<file path="config.mk">
export PLATFORM = sky130hd
export DESIGN_NAME = decade_divider
export DESIGN_NICKNAME = d
export VERILOG_FILES = /design/src/rtl/dcnt_pkg.sv /design/src/rtl/dcnt_fall_det.sv /design/src/rtl/dcnt_preset_arb.sv /design/src/rtl/dcnt_div2.sv /design/src/rtl/dcnt_quinary.sv /design/src/rtl/decade_divider.sv
export SDC_FILE = /design/constraint.sdc
export NUM_CORES = 1
export LEC_CHECK = 0
export ABC_AREA = 1
export BUFFER_PORTS_ARGS = -buffer_cell sky130_fd_sc_hd__buf_2
export CORE_AREA = 3 3 40 42
export DETAILED_ROUTE_END_ITERATION = 8
export DIE_AREA = 0 0 43 45
export GPL_ROUTABILITY_DRIVEN = 0
export PLACE_DENSITY = 0.59
export SYNTH_ARGS = -nofsm -noshare
export SYNTH_HDL_FRONTEND = slang
export SYNTH_HIERARCHICAL = 1
export SYNTH_SLANG_ARGS = --single-unit
</file>
<file path="constraint.sdc">
create_clock -name clk -period 2.1 [get_ports clk]
set_input_delay 0.42 -clock clk [delete_from_list [all_inputs] [get_ports clk]]
set_output_delay 0.42 -clock clk [all_outputs]
set_load 0.01 [all_outputs]
</file>
<file path="src/rtl/dcnt_pkg.sv">
package dcnt_pkg;
  localparam int DIGIT_W  = 4;
  localparam int QUIN_W   = DIGIT_W - 1;
  localparam logic [DIGIT_W-1:0] DIGIT_ZERO = '0;
  localparam logic [DIGIT_W-1:0] DIGIT_NINE = 4'd9;

  typedef enum logic {
    ORDER_DECIMAL = 1'b0,
    ORDER_WAVE    = 1'b1
  } order_e;

  typedef struct packed {
    logic hi;   // weight 8
    logic mid;  // weight 4
    logic lo;   // weight 2
  } quin_t;
endpackage

</file>
<file path="src/rtl/dcnt_fall_det.sv">
module dcnt_fall_det #(
  parameter int N = 2
) (
  input  logic         clk,
  input  logic         rst_n,
  input  logic [N-1:0] lvl,
  output logic [N-1:0] fall
);
  logic [N-1:0] seen;

  for (genvar i = 0; i < N; i++) begin : g_ch
    always_ff @(posedge clk or negedge rst_n) begin
      if (!rst_n) seen[i] <= 1'b0;
      else        seen[i] <= lvl[i];
    end
    assign fall[i] = seen[i] & ~lvl[i];
  end
endmodule

</file>
<file path="src/rtl/dcnt_preset_arb.sv">
module dcnt_preset_arb
  import dcnt_pkg::*;
#(
  parameter int PAIR = 2
) (
  input  logic [PAIR-1:0]    zero_req,
  input  logic [PAIR-1:0]    nine_req,
  output logic               load_en,
  output logic [DIGIT_W-1:0] load_val
);
  logic zero_all, nine_all;

  assign zero_all = &zero_req;
  assign nine_all = &nine_req;

  always_comb begin
    load_en  = zero_all | nine_all;
    load_val = nine_all ? DIGIT_NINE : DIGIT_ZERO;
  end
endmodule

</file>
<file path="src/rtl/dcnt_div2.sv">
module dcnt_div2 (
  input  logic clk,
  input  logic rst_n,
  input  logic load_en,
  input  logic load_bit,
  input  logic step,
  output logic q
);
  always_ff @(posedge clk or negedge rst_n) begin
    if (!rst_n)       q <= 1'b0;
    else if (load_en) q <= load_bit;
    else if (step)    q <= ~q;
  end
endmodule

</file>
<file path="src/rtl/dcnt_quinary.sv">
module dcnt_quinary
  import dcnt_pkg::*;
(
  input  logic  clk,
  input  logic  rst_n,
  input  logic  load_en,
  input  quin_t load_val,
  input  logic  step,
  output quin_t q
);
  quin_t nxt;

  // lo toggles unless hi is set; mid follows a falling lo; hi sets after mid&lo
  always_comb begin
    nxt.lo  = q.hi ? 1'b0 : ~q.lo;
    nxt.mid = q.lo ? ~q.mid : q.mid;
    nxt.hi  = q.lo & q.mid;
  end

  always_ff @(posedge clk or negedge rst_n) begin
    if (!rst_n)       q <= '0;
    else if (load_en) q <= load_val;
    else if (step)    q <= nxt;
  end
endmodule

</file>
<file path="src/rtl/decade_divider.sv">
module decade_divider
  import dcnt_pkg::*;
(
  input  logic               clk,
  input  logic               rst_n,
  input  logic               cnt_a,
  input  logic               cnt_bd,
  input  logic               sq_mode,
  input  logic               clr0_a,
  input  logic               clr0_b,
  input  logic               set9_a,
  input  logic               set9_b,
  output logic [DIGIT_W-1:0] cnt_q
);
  localparam int N_IN = 2;
  localparam int IDX_A  = 0;
  localparam int IDX_BD = 1;

  logic [N_IN-1:0]    falls;
  logic               load_en;
  logic [DIGIT_W-1:0] load_val;
  order_e             order;
  logic               tog_q;
  quin_t              quin_q;
  logic               tog_carry, quin_carry;
  logic               tog_step, quin_step;

  assign order = order_e'(sq_mode);

  dcnt_fall_det #(.N(N_IN)) u_edges (
    .clk  (clk),
    .rst_n(rst_n),
    .lvl  ({cnt_bd, cnt_a}),
    .fall (falls)
  );

  dcnt_preset_arb #(.PAIR(2)) u_arb (
    .zero_req({clr0_b, clr0_a}),
    .nine_req({set9_b, set9_a}),
    .load_en (load_en),
    .load_val(load_val)
  );

  // carries come from each stage's own source edge, so no combinational loop
  assign tog_carry  = falls[IDX_A]  & tog_q;
  assign quin_carry = falls[IDX_BD] & quin_q.hi;

  always_comb begin
    if (order == ORDER_WAVE) begin
      quin_step = falls[IDX_BD];
      tog_step  = quin_carry;
    end else begin
      tog_step  = falls[IDX_A];
      quin_step = tog_carry;
    end
  end

  dcnt_div2 u_tog (
    .clk     (clk),
    .rst_n   (rst_n),
    .load_en (load_en),
    .load_bit(load_val[0]),
    .step    (tog_step),
    .q       (tog_q)
  );

  dcnt_quinary u_quin (
    .clk     (clk),
    .rst_n   (rst_n),
    .load_en (load_en),
    .load_val(quin_t'(load_val[DIGIT_W-1:1])),
    .step    (quin_step),
    .q       (quin_q)
  );

  assign cnt_q = {quin_q, tog_q};
endmodule

</file>
# ---- After elaboration in Yosys (flattened, before gate mapping)
# Cells that the tools add are included.
dict set report classes {
  n_bitwise 11
  mux 9
  reduce_logical 6
}
# op n
set ops {}
lappend ops {{two-way mux 1 bit} 6}
lappend ops {{two-way mux 3 bit} 2}
lappend ops {{AND reduction 2 bit} 3}
lappend ops {{nonzero test 2 bit} 3}
lappend ops {{AND 1 bit} 5}
lappend ops {{inverter 1 bit} 5}
lappend ops {{two-way mux 4 bit} 1}
lappend ops {{OR 1 bit} 1}
dict set report totals {
  word_cells 32
  register_bits 6
}

# ---- Depth between registers and ports, before layout
# Gate-level depths: netlist of run 1.
dict set report depth {
  ltp_word 6
  mapped_depth 8
  ltp_nobuf 8
}

# ---- Hierarchy
# Netlist of run 1, hierarchy kept.
# module n_inst area_each_um2 seq_area_each_um2 cells_each
set by_module_without_submodules {}
lappend by_module_without_submodules {dcnt_quinary 1 185.2 75.1 27}
lappend by_module_without_submodules {dcnt_fall_det 1 70.1 50.0 6}
lappend by_module_without_submodules {dcnt_div2 1 57.6 25.0 9}
lappend by_module_without_submodules {dcnt_preset_arb 1 48.8 0.0 9}
lappend by_module_without_submodules {decade_divider 1 46.3 0.0 8}

# ---- Worst setup path after synthesis of run 1
# OpenSTA, ideal clock, no wires.
dict set report synth_path {
  path_type {input-to-reg}
  from {in set9_a}
  to {reg u_quin/q[1] (netlist bit)}
  path_stages 7
  path_slack_ns 1.077
  required_time_ns 1.983
  arrival_ns 0.907
  setup_time_ns 0.117
  cell_sequence {nand2_1 nand2_1 buf_6 inv_1 nand2_1 nand2_1 nand2_1}
}
dict set report synth_via {
  elab_chain_cells 4
  elab_cells_between_ends 6
}
# item line_no
set synth_rtl {}
lappend synth_rtl {{start: declaration} decade_divider.sv:11} ;# input logic set9_a,
lappend synth_rtl {{AND reduction 2 bit (*)} dcnt_preset_arb.sv:14} ;# assign nine_all = &nine_req;
lappend synth_rtl {{OR 1 bit (*)} dcnt_preset_arb.sv:17} ;# load_en = zero_all | nine_all;
lappend synth_rtl {{net load_en} decade_divider.sv:20} ;# logic load_en;
lappend synth_rtl {{nonzero test 2 bit (no line)} --}
lappend synth_rtl {{AND reduction 2 bit (no line)} --}
lappend synth_rtl {{end signal: assignment} dcnt_quinary.sv:22} ;# else if (load_en) q <= load_val;
lappend synth_rtl {{end signal: assignment} dcnt_quinary.sv:23} ;# else if (step) q <= nxt;
lappend synth_rtl {{end: declaration} dcnt_quinary.sv:9} ;# output quin_t q
# The timed path passes the listed nets; every way through them passes the cells marked *.
# A chain may end at the register's enable or synchronous reset.

# ---- Worst setup path in the final report of run 1
dict set report layout_path {
  from {reg u_tog.q}
  to {out cnt_q[0]}
}
# item line_no
set layout_rtl {}
lappend layout_rtl {{start: declaration} dcnt_div2.sv:7} ;# output logic q
lappend layout_rtl {{start signal: assignment} dcnt_div2.sv:11} ;# else if (load_en) q <= load_bit;
lappend layout_rtl {{start signal: assignment} dcnt_div2.sv:12} ;# else if (step) q <= ~q;
lappend layout_rtl {{end: declaration} decade_divider.sv:13} ;# output logic [DIGIT_W-1:0] cnt_q
# No word-level cell between the ends.

==> summary.txt, run 1 <==
Clock network
  – Post-CTS Hold Buffers: 1
  – CTS buffer count: 3
  – Number of gates resized after cts: 0
  – Clock transition at the registers of the reported paths: around 0.040 ns
  – Clk sinks: 6
  – CTS tree: yes
  – Worst-case clock buffer depth: 2
  – # H-tree levels: 1
  – Clock Latency Late Sink: roughly 0.24 ns
  – CTS root buffer: clkbuf_4
  – Number of post-CTS setup repair buffers: 0

Placed design
  – Placed insts: 81
  – Detailed placement HPWL: approximately 560 microns
  – PortBufs: 12

Floorplan
  – Initial Utilization: approximately a third
  – Die Height: around 45 microns
  – Die ar.: ~1900 sq um
  – Die Wd: 43 microns
  – FP Rows: 13
  – Ports: 13
  – Core box area: 1280 sq um

Route
  – DR WL/cell: 8.09 microns
  – Residual DRC: 0
  – Routed Antenna Nets: 0
  – Via count: 350
  – Detailed Routing Iterations Pass 1: 4
  – Iter 0 DRT Violations: 3
  – Vias/cell: approximately 4
  – Routed Wire Length: 688 microns

Global routing
  – Global-route wire length before repair: 1100 microns
  – GRT Residual Overflow: 0
  – Initial antenna violation count: 0
  – GR Util All Layers: around 7.8%
  – Pin count of the biggest net entering global routing: 12
  – Vias in the first global route: ~280

Logic synthesis
  – Sequential area share after synthesis: 36.8%
  – Synth Instances: 59
  – Yosys reg bits: 6
  – Post-synth design cell area: 408 sq um
  – Yosys Warn Count: 6
  – Syn Area/Cell: 6.91 sq um
  – Netlist cell types: 13

STA
  – Final Hold Fails: 0
  – Setup Skew: 0.000416 ns
  – Achievable frequency: 813 MHz
  – RSZ-0062 raised after global routing: no
  – Min Tclk post-route: 1.23 ns
  – Max Slew Vio Count: 0
  – Period utilization: between 50% and 60%
  – # setup viols final: 0
  – Setup TNS: 0 ns

Worst hold path
  – Worst hold path type: primary input to flop

Power and ir drop
  – Lkg Pwr: about 0.29 nW
  – PwrDens: 697 nW/um^2
  – Peak supply drop: between 0.1 and 0.15 mV

Setup path
  – CP Capture Type: primary output
  – CP Buf/Inv Count: 1
  – Max stage delay on crit path: 0.42 ns
  – CP Cell Sequence: buf_2
  – CP arrival: 0.81 ns
  – Slowest CP cell: dfrtp_1
  – Critical path type: flop to primary output
  – CP top delay family: flip-flops
  – WP data required: 1.68 ns
  – CP Max Fanout: 4
  – Crit start category: flop

Job
  – Max Cap Viol: 0

Layout
  – Ant. Diodes: 0
  – Layout cells sized above 1: 32.9%
  – Nets: around 80
  – Non-filler cells, final: 85
  – Area growth syn-to-layout: 16.3%

Run status
  – Result of the run: finished clean
cells in the mapped netlist (all sizes together):
master	instances	share of area, %
conb	1	0.92
o21ai	2	2.5
nand2	22	21
nand3	6	9.8
buf	6	12
dfrtp	6	37
nor2	6	7.4
inv	10	9.2
kinds of logic (layout without fill, tap and decap cells):
family / after synthesis / after routing / share of synthesized area (%)
compound gates: 2 / 2 / 2.45
other cells: 1 / 2 / 0.919
simple gates: 34 / 34 / 38.7
buf+inv: 16 / 26 / 21.2
flops: 6 / 6 / 36.8
metal layers:
metal  vias to the layer above  part of all wire [%]  track usage, %
met4                         0                     0            7.23
met5                         -                     0               0
li1                        188                     -               -
met2                        12                    43            10.8
met3                         0                   7.6            2.39
met1                       150                    49            9.54
layout by cell type (no fill, tap or decap), drive strengths merged:
master / netlist / layout
clkbuf: 0 / 3
inv: 10 / 10
conb: 1 / 2
nand2: 22 / 22
dfrtp: 6 / 6
nor2: 6 / 6
nand3: 6 / 6
dlygate4sd3: 0 / 1
buf: 6 / 12
o21ai: 2 / 2
path summary, 6_finish.rpt:
check                                             to                 startpoint  depth (start not counted)  slack [ns]
max in group asynchronous  u_edges/seen[1]$_DFF_PN0_                      rst_n                          2        1.42
min reg2reg                  u_quin/q[0]$_DFFE_PN0P_    u_quin/q[0]$_DFFE_PN0P_                          2        0.56
min                        u_edges/seen[0]$_DFF_PN0_                      cnt_a                          1        0.32
min in group asynchronous  u_edges/seen[0]$_DFF_PN0_                      rst_n                          2        0.53
max                                         cnt_q[0]        u_tog/q$_DFFE_PN0P_                          1        0.87
max reg2reg                  u_quin/q[1]$_DFFE_PN0P_  u_edges/seen[0]$_DFF_PN0_                          7        1.11
stage by stage:
| step | hold WS (ns) | utilization [%] | worst slack (ns) | power (W) | cell area [sq um] |
|---|---|---|---|---|---|
| final | 0.315 | 36.9 | 0.870 | 0.000331 | 474 |
| after floorplan | 0.124 | - | 1.08 | 0.000211 | 412 |
| after global placement | 0.252 | 34.4 | 0.909 | 0.000229 | 442 |
| after global routing | 0.307 | 36.9 | 0.847 | 0.000356 | 474 |
| after CTS | 0.308 | 36.9 | 0.858 | 0.000336 | 474 |
| after detailed placement | 0.253 | 34.4 | 0.881 | 0.000230 | 442 |
report_power, final:
part	total, W	leakage, nW	internal [W]	switching, W
combinational	0.0000804	0.202	0.0000348	0.0000456
clock	0.000102	0.0138	0.0000644	0.0000375
sequential	0.000148	0.0732	0.000132	0.0000162
worst reg2reg max path, cell delays in order (launching register included):
cell     delay (ns)
dfrtp_1        0.31
inv_1          0.04
nor2_2         0.12
nand3_2        0.09
nand2_2        0.09
nand2_1        0.09
nand3_1        0.08
nand2_1        0.05
final cells by class:
class / instances / area (sq um)
clock buffer: 3 / 22.5
inverter: 10 / 37.5
sequential: 6 / 150
fill: 135 / 811
multi-input combinational: 38 / 175
tap: 15 / 18.8
timing repair buffer: 13 / 70.1
registers in the layout, summed over array words and instances (netlist names):
name and flops:
u_tog/q 1, u_edges/seen 2, u_quin/q 3
Note: power is estimated with default switching activity, not from simulation.
==> run 2, diff against run 1 <==
==> constraint.sdc (replaced) <==
create_clock -name clk -period 1.2 [get_ports clk]
set_input_delay 0.24 -clock clk [delete_from_list [all_inputs] [get_ports clk]]
set_output_delay 0.24 -clock clk [all_outputs]
set_load 0.01 [all_outputs]
==> run 2 against run 1 <==
Compared with the run above:
- global-route usage rose by 0.077 points
- non-clock buffer count did not move
- routed wire length fell by 0.15%
- largest cell class unchanged
- final cell count did not move
- clock power rose by 78%
- sequential cell count did not move
- setup slack got worse by 0.71 ns
- largest power group unchanged
- first-iteration DRC count rose by 33%
==> summary.txt, run 2 (same netlist as run 1, synthesis figures left out) <==
Setup path
  – CP arrival: about 0.80 ns
  – Reg-to-reg endpoint: u_quin/q[2]$_DFFE_PN0P_
  – CP Cell Sequence: buf_2
  – CP Buf/Inv Count: 1
  – R2R Setup Slk: 0.22 ns
  – Crit start category: flop
  – CP Max Fanout: 4
  – Slowest CP cell: dfrtp_1
  – CP Capture Type: primary output
  – WP data required: approximately 0.96 ns
  – CP top delay family: flip-flops
  – Critical path type: flop to primary output
  – Worst r2r src: u_edges/seen[0]$_DFF_PN0_
  – Max stage delay on crit path: about 0.41 ns
  – R2R cell count: 8

Route
  – Iter 0 DRT Violations: 4
  – DR WL/cell: 8.08 microns
  – Vias/cell: between 4 and 5
  – Via count: ~340
  – Routed Antenna Nets: 0
  – Routed Wire Length: between 600 and 700 microns
  – Detailed Routing Iterations Pass 1: 3
  – Residual DRC: 0

Power and ir drop
  – Lkg Pwr: about 0.29 nW
  – Peak supply drop: about 0.37 mV
  – PwrDens: about 1200 nW/um^2

Global routing
  – Initial antenna violation count: 0
  – GRT Residual Overflow: 0
  – Global-route wire length before repair: 1060 microns
  – Vias in the first global route: about 290
  – GR Util All Layers: under 10%
  – Pin count of the biggest net entering global routing: 12

Layout
  – Final core utilization: a little under two fifths
  – Area growth syn-to-layout: 16.3%
  – Layout cells sized above 1: roughly a third
  – Top reg by flops: u_quin/q
  – Nets: 81
  – Most common cell after layout, fill and taps aside: nand2_1
  – Ant. Diodes: 0
  – Number of flip-flops under the largest register name: 3
  – Design Area, Final: between 400 and 500 sq um
  – Commonest cells after routing, fill and taps aside: 20 x nand2_1, 12 x buf_2, 9 x inv_1, 6 x dfrtp_1, 4 x nand3_1
  – Regs by FF count: u_quin/q x3, u_edges/seen x2, u_tog/q x1

Placed design
  – Worst slack at placement: between 0.15 and 0.2 ns
  – Detailed placement HPWL: about 540 microns
  – Dpl cell area: between 400 and 500 sq um
  – PortBufs: 12

Worst hold path
  – Worst hold path startpoint: cnt_a
  – Hold path endpoint: u_edges/seen[0]$_DFF_PN0_
  – Hold depth: 1
  – Worst hold path type: primary input to flop

STA
  – Period utilization: between 80% and 90%
  – Max Slew Vio Count: 0
  – Setup TNS: 0 ns
  – RSZ-0062 raised after global routing: no
  – Min Tclk post-route: about 1.0 ns
  – Setup Skew: 0.00105 ns
  – # setup viols final: 0
  – Achievable frequency: between 900 and 1000 MHz
  – Final Hold Fails: 0
  – Setup WS post-layout: roughly 0.16 ns

Floorplan
  – FP Rows: 13
  – Initial Utilization: a little under a third
  – Die ar.: 1940 sq um
  – Die Height: approximately 45 microns
  – Core box area: 1280 sq um
  – Die Wd: approximately 43 microns
  – Ports: 13

Clock network
  – # H-tree levels: 1
  – Number of gates resized after cts: 0
  – CTS root buffer: clkbuf_4
  – CTS buffer count: 3
  – Clk sinks: 6
  – CTS tree: yes
  – Worst-case clock buffer depth: 2
  – Clock transition at the registers of the reported paths: approximately 0.040 ns
  – Clock Latency Late Sink: between 0.2 and 0.25 ns

Run status
  – Result of the run: finished clean

Job
  – Max Cap Viol: 0
## run 2: cell counts in the layout (fill, tap and decap cells not counted)
Identical to the previous run, type by type.
## run 2: layout make-up
cell class                 count  area [sq um]
fill                         145           811
sequential                     6           150
multi-input combinational     38           175
timing repair buffer          13          70.1
tap                           15          18.8
clock buffer                   3          22.5
inverter                      10          37.5
## run 2: how the worst max path moves through the flow
| stage | end | slack [ns] | cells after the start | startpoint |
|---|---|---|---|---|
| 2_1_floorplan | u_quin/q[1]$_DFFE_PN0P_ | 0.28 | 7 | u_edges/seen[0]$_DFF_PN0_ |
| 3_3_place_gp | u_quin/q[1]$_DFFE_PN0P_ | 0.18 | 7 | set9_a |
| 3_5_place_dp | u_tog/q$_DFFE_PN0P_ | 0.16 | 7 | set9_a |
| 4_1_cts | cnt_q[0] | 0.14 | 1 | u_tog/q$_DFFE_PN0P_ |
| 5_1_grt | u_quin/q[0]$_DFFE_PN0P_ | 0.08 | 8 | u_edges/seen[0]$_DFF_PN0_ |
| 6_report | cnt_q[0] | 0.16 | 1 | u_tog/q$_DFFE_PN0P_ |
## run 2: stage by stage
step | std cells | hold slack [ns] | power [W]
after CTS | 85 | 0.118 | 0.000596
after global routing | 85 | 0.128 | 0.000622
after floorplan | 60 | -0.0556 | 0.000369
after detailed placement | 81 | 0.0728 | 0.000402
final | 85 | 0.129 | 0.000581
after global placement | 81 | 0.0736 | 0.000398
## run 2: metal layers
| layer | vias up | GRT usage (%) | routed length, microns |
|---|---|---|---|
| met5 | - | 0 | 0 |
| met4 | 0 | 10.8 | 16 |
| met3 | 2 | 1.59 | 57 |
| met2 | 12 | 10.5 | 277 |
| met1 | 142 | 9.02 | 336 |
| li1 | 188 | - | - |
## run 2: repair_timing
action                    CTS  global route
hold buffers                1             0
hold endpoints to repair    6             0
setup buffers               0             0
## run 2: power by group
part / internal, W / total [W] / switching [W]
logic: 0.0000610 / 0.000142 / 0.0000807
registers: 0.000231 / 0.000257 / 0.0000263
clock network: 0.000113 / 0.000182 / 0.0000694
total: 0.000405 / 0.000581 / 0.000176
==> run 3, diff against run 2 <==
--- a/config.mk
+++ b/config.mk
@@ -12,6 +12,7 @@
 export DIE_AREA = 0 0 43 45
 export GPL_ROUTABILITY_DRIVEN = 0
 export PLACE_DENSITY = 0.59
+export REMOVE_ABC_BUFFERS = 1
 export SYNTH_ARGS = -nofsm -noshare
 export SYNTH_HDL_FRONTEND = slang
 export SYNTH_HIERARCHICAL = 1
==> run 3 against run 2 <==
Compared with the run above:
- first-iteration DRC count up 100%
- die area unchanged
- cell area did not move
- non-clock buffer count did not move
- routed wire length rose by 2.3%
- final cell count unchanged
- critical path type unchanged
- largest cell class unchanged
==> summary.txt, run 3 (same netlist as run 1, synthesis figures left out) <==
Power and ir drop
  – Lkg Pwr: 0.289 nW
  – Peak supply drop: ~0.34 mV
  – PwrDens: about 1200 nW/um^2

Setup path
  – CP arrival: 0.81 ns
  – CP Max Fanout: 4
  – CP Cell Sequence: buf_2
  – Max stage delay on crit path: a little over 0.4 ns
  – Slowest CP cell: dfrtp_1
  – CP top delay family: flip-flops
  – CP Buf/Inv Count: 1
  – CP Capture Type: primary output
  – Critical path type: flop to primary output
  – WP data required: about 0.96 ns
  – Crit start category: flop

STA
  – Achievable frequency: between 900 and 1000 MHz
  – # setup viols final: 0
  – Min Tclk post-route: around 1.0 ns
  – Setup TNS: 0 ns
  – Setup Skew: between 0.006 and 0.007 ns
  – RSZ-0062 raised after global routing: no
  – Period utilization: a little under 90%
  – Max Slew Vio Count: 0
  – Final Hold Fails: 0

Route
  – Detailed Routing Iterations Pass 1: 4
  – Routed Wire Length: between 700 and 800 microns
  – Routed Antenna Nets: 0
  – DR WL/cell: ~8.3 microns
  – Via count: roughly 350
  – Vias/cell: about 4.1
  – Residual DRC: 0
  – Iter 0 DRT Violations: 8

Layout
  – Area growth syn-to-layout: 16.3%
  – Area occupied by multi-input gates: roughly 180 sq um
  – Fillers: roughly 140
  – Number of flip-flops under the largest register name: 3
  – Design Area, Final: 474 sq um
  – Ant. Diodes: 0
  – Sequential cell area: 150 sq um
  – Layout cells sized above 1: roughly a third
  – Commonest cells after routing, fill and taps aside: 20 x nand2_1, 12 x buf_2, 9 x inv_1, 6 x dfrtp_1, 4 x nand3_1
  – Regs by FF count: u_quin/q x3, u_edges/seen x2, u_tog/q x1
  – Top reg by flops: u_quin/q
  – Most common cell after layout, fill and taps aside: nand2_1
  – Nets: 81

Placed design
  – PortBufs: 12
  – Detailed placement HPWL: just under 600 microns
  – Dpl cell area: about 440 sq um

Global routing
  – GR Util All Layers: 9.21%
  – Vias in the first global route: 340
  – Global-route wire length before repair: 1300 microns
  – Initial antenna violation count: 0
  – GRT Residual Overflow: 0
  – Pin count of the biggest net entering global routing: 12

Clock network
  – Clock Latency Late Sink: 0.24 ns
  – CTS tree: yes
  – Number of gates resized after cts: 0
  – Worst-case clock buffer depth: 2
  – CTS buffer count: 3
  – Clk sinks: 6
  – # H-tree levels: 1
  – CTS root buffer: clkbuf_4
  – Clock transition at the registers of the reported paths: 0.04 ns

Floorplan
  – Core box area: between 1000 and 1500 sq um
  – Initial Utilization: between 30% and 40%
  – Ports: 13
  – Die Wd: ~43 microns
  – Die Height: ~45 microns
  – FP Rows: 13
  – Die ar.: 1940 sq um

Job
  – Max Cap Viol: 0

Run status
  – Result of the run: finished clean

Worst hold path
  – Worst hold path type: primary input to flop
-- run 3: cell counts in the layout (fill, tap and decap cells not counted) --
Identical to the previous run, type by type.
-- run 3: routing by layer --
metal	up-vias	share of wire [%]	global-route usage, %
met4	0	0.71	7.23
met5	-	0	0
met1	148	49	11.0
li1	190	-	-
met3	2	9.8	2.79
met2	11	41	13.8
-- run 3: path summary, 6_finish.rpt --
kind | to | slack [ns] | startpoint | depth (start not counted)
worst max-delay path | cnt_q[0] | 0.15 | u_tog/q$_DFFE_PN0P_ | 1
worst min-delay path | u_edges/seen[0]$_DFF_PN0_ | 0.13 | cnt_a | 1
worst max register to register | u_quin/q[1]$_DFFE_PN0P_ | 0.21 | u_edges/seen[0]$_DFF_PN0_ | 8
worst min register to register | u_quin/q[2]$_DFFE_PN0P_ | 0.55 | u_quin/q[2]$_DFFE_PN0P_ | 2
max in group asynchronous | u_edges/seen[0]$_DFF_PN0_ | 0.69 | rst_n | 2
min in group asynchronous | u_quin/q[0]$_DFFE_PN0P_ | 0.35 | rst_n | 2
-- run 3: cell type report --
cell class                      count  share of cell area, %
Clock buffer                        3                   4.75
Inverter                           10                   7.92
Multi-Input combinational cell     38                   36.9
Sequential cell                     6                   31.7
Tap cell                           15                   3.96
Timing Repair Buffer               13                   14.8
-- run 3: what timing repair did --
item                      CTS  global route
hold endpoints to repair    6             0
hold buffers                1             0
buffers inserted            0             0
-- run 3: where the power goes --
group	internal, W	switching, W	leakage (nW)	total, W
Sequential	0.000231	0.0000271	0.0732	0.000258
Combinational	0.0000610	0.0000802	0.202	0.000141
Clock	0.000113	0.0000755	0.0138	0.000189
Total	0.000405	0.000183	0.289	0.000588
-- run 3: worst register-to-register path, cell delays in order, from the launching register on --
cell,delay [ns]
dfrtp_1,0.32
inv_1,0.04
nor2_2,0.13
nand3_2,0.09
nand2_2,0.09
nand2_1,0.09
nand2_1,0.08
nand2_1,0.05
nand2_1,0.05
-- run 3: stage by stage --
stage / worst slack, ns / hold slack (ns) / std cells / util (%) / power, W
floorplan: 0.274 / -0.0556 / 54 / - / 0.000343
global placement: 0.186 / 0.0730 / 81 / 34.4 / 0.000399
detailed placement: 0.152 / 0.0761 / 81 / 34.4 / 0.000401
CTS: 0.143 / 0.124 / 85 / 36.9 / 0.000595
global route: 0.123 / 0.126 / 85 / 36.9 / 0.000629
finish: 0.155 / 0.130 / 85 / 36.9 / 0.000588
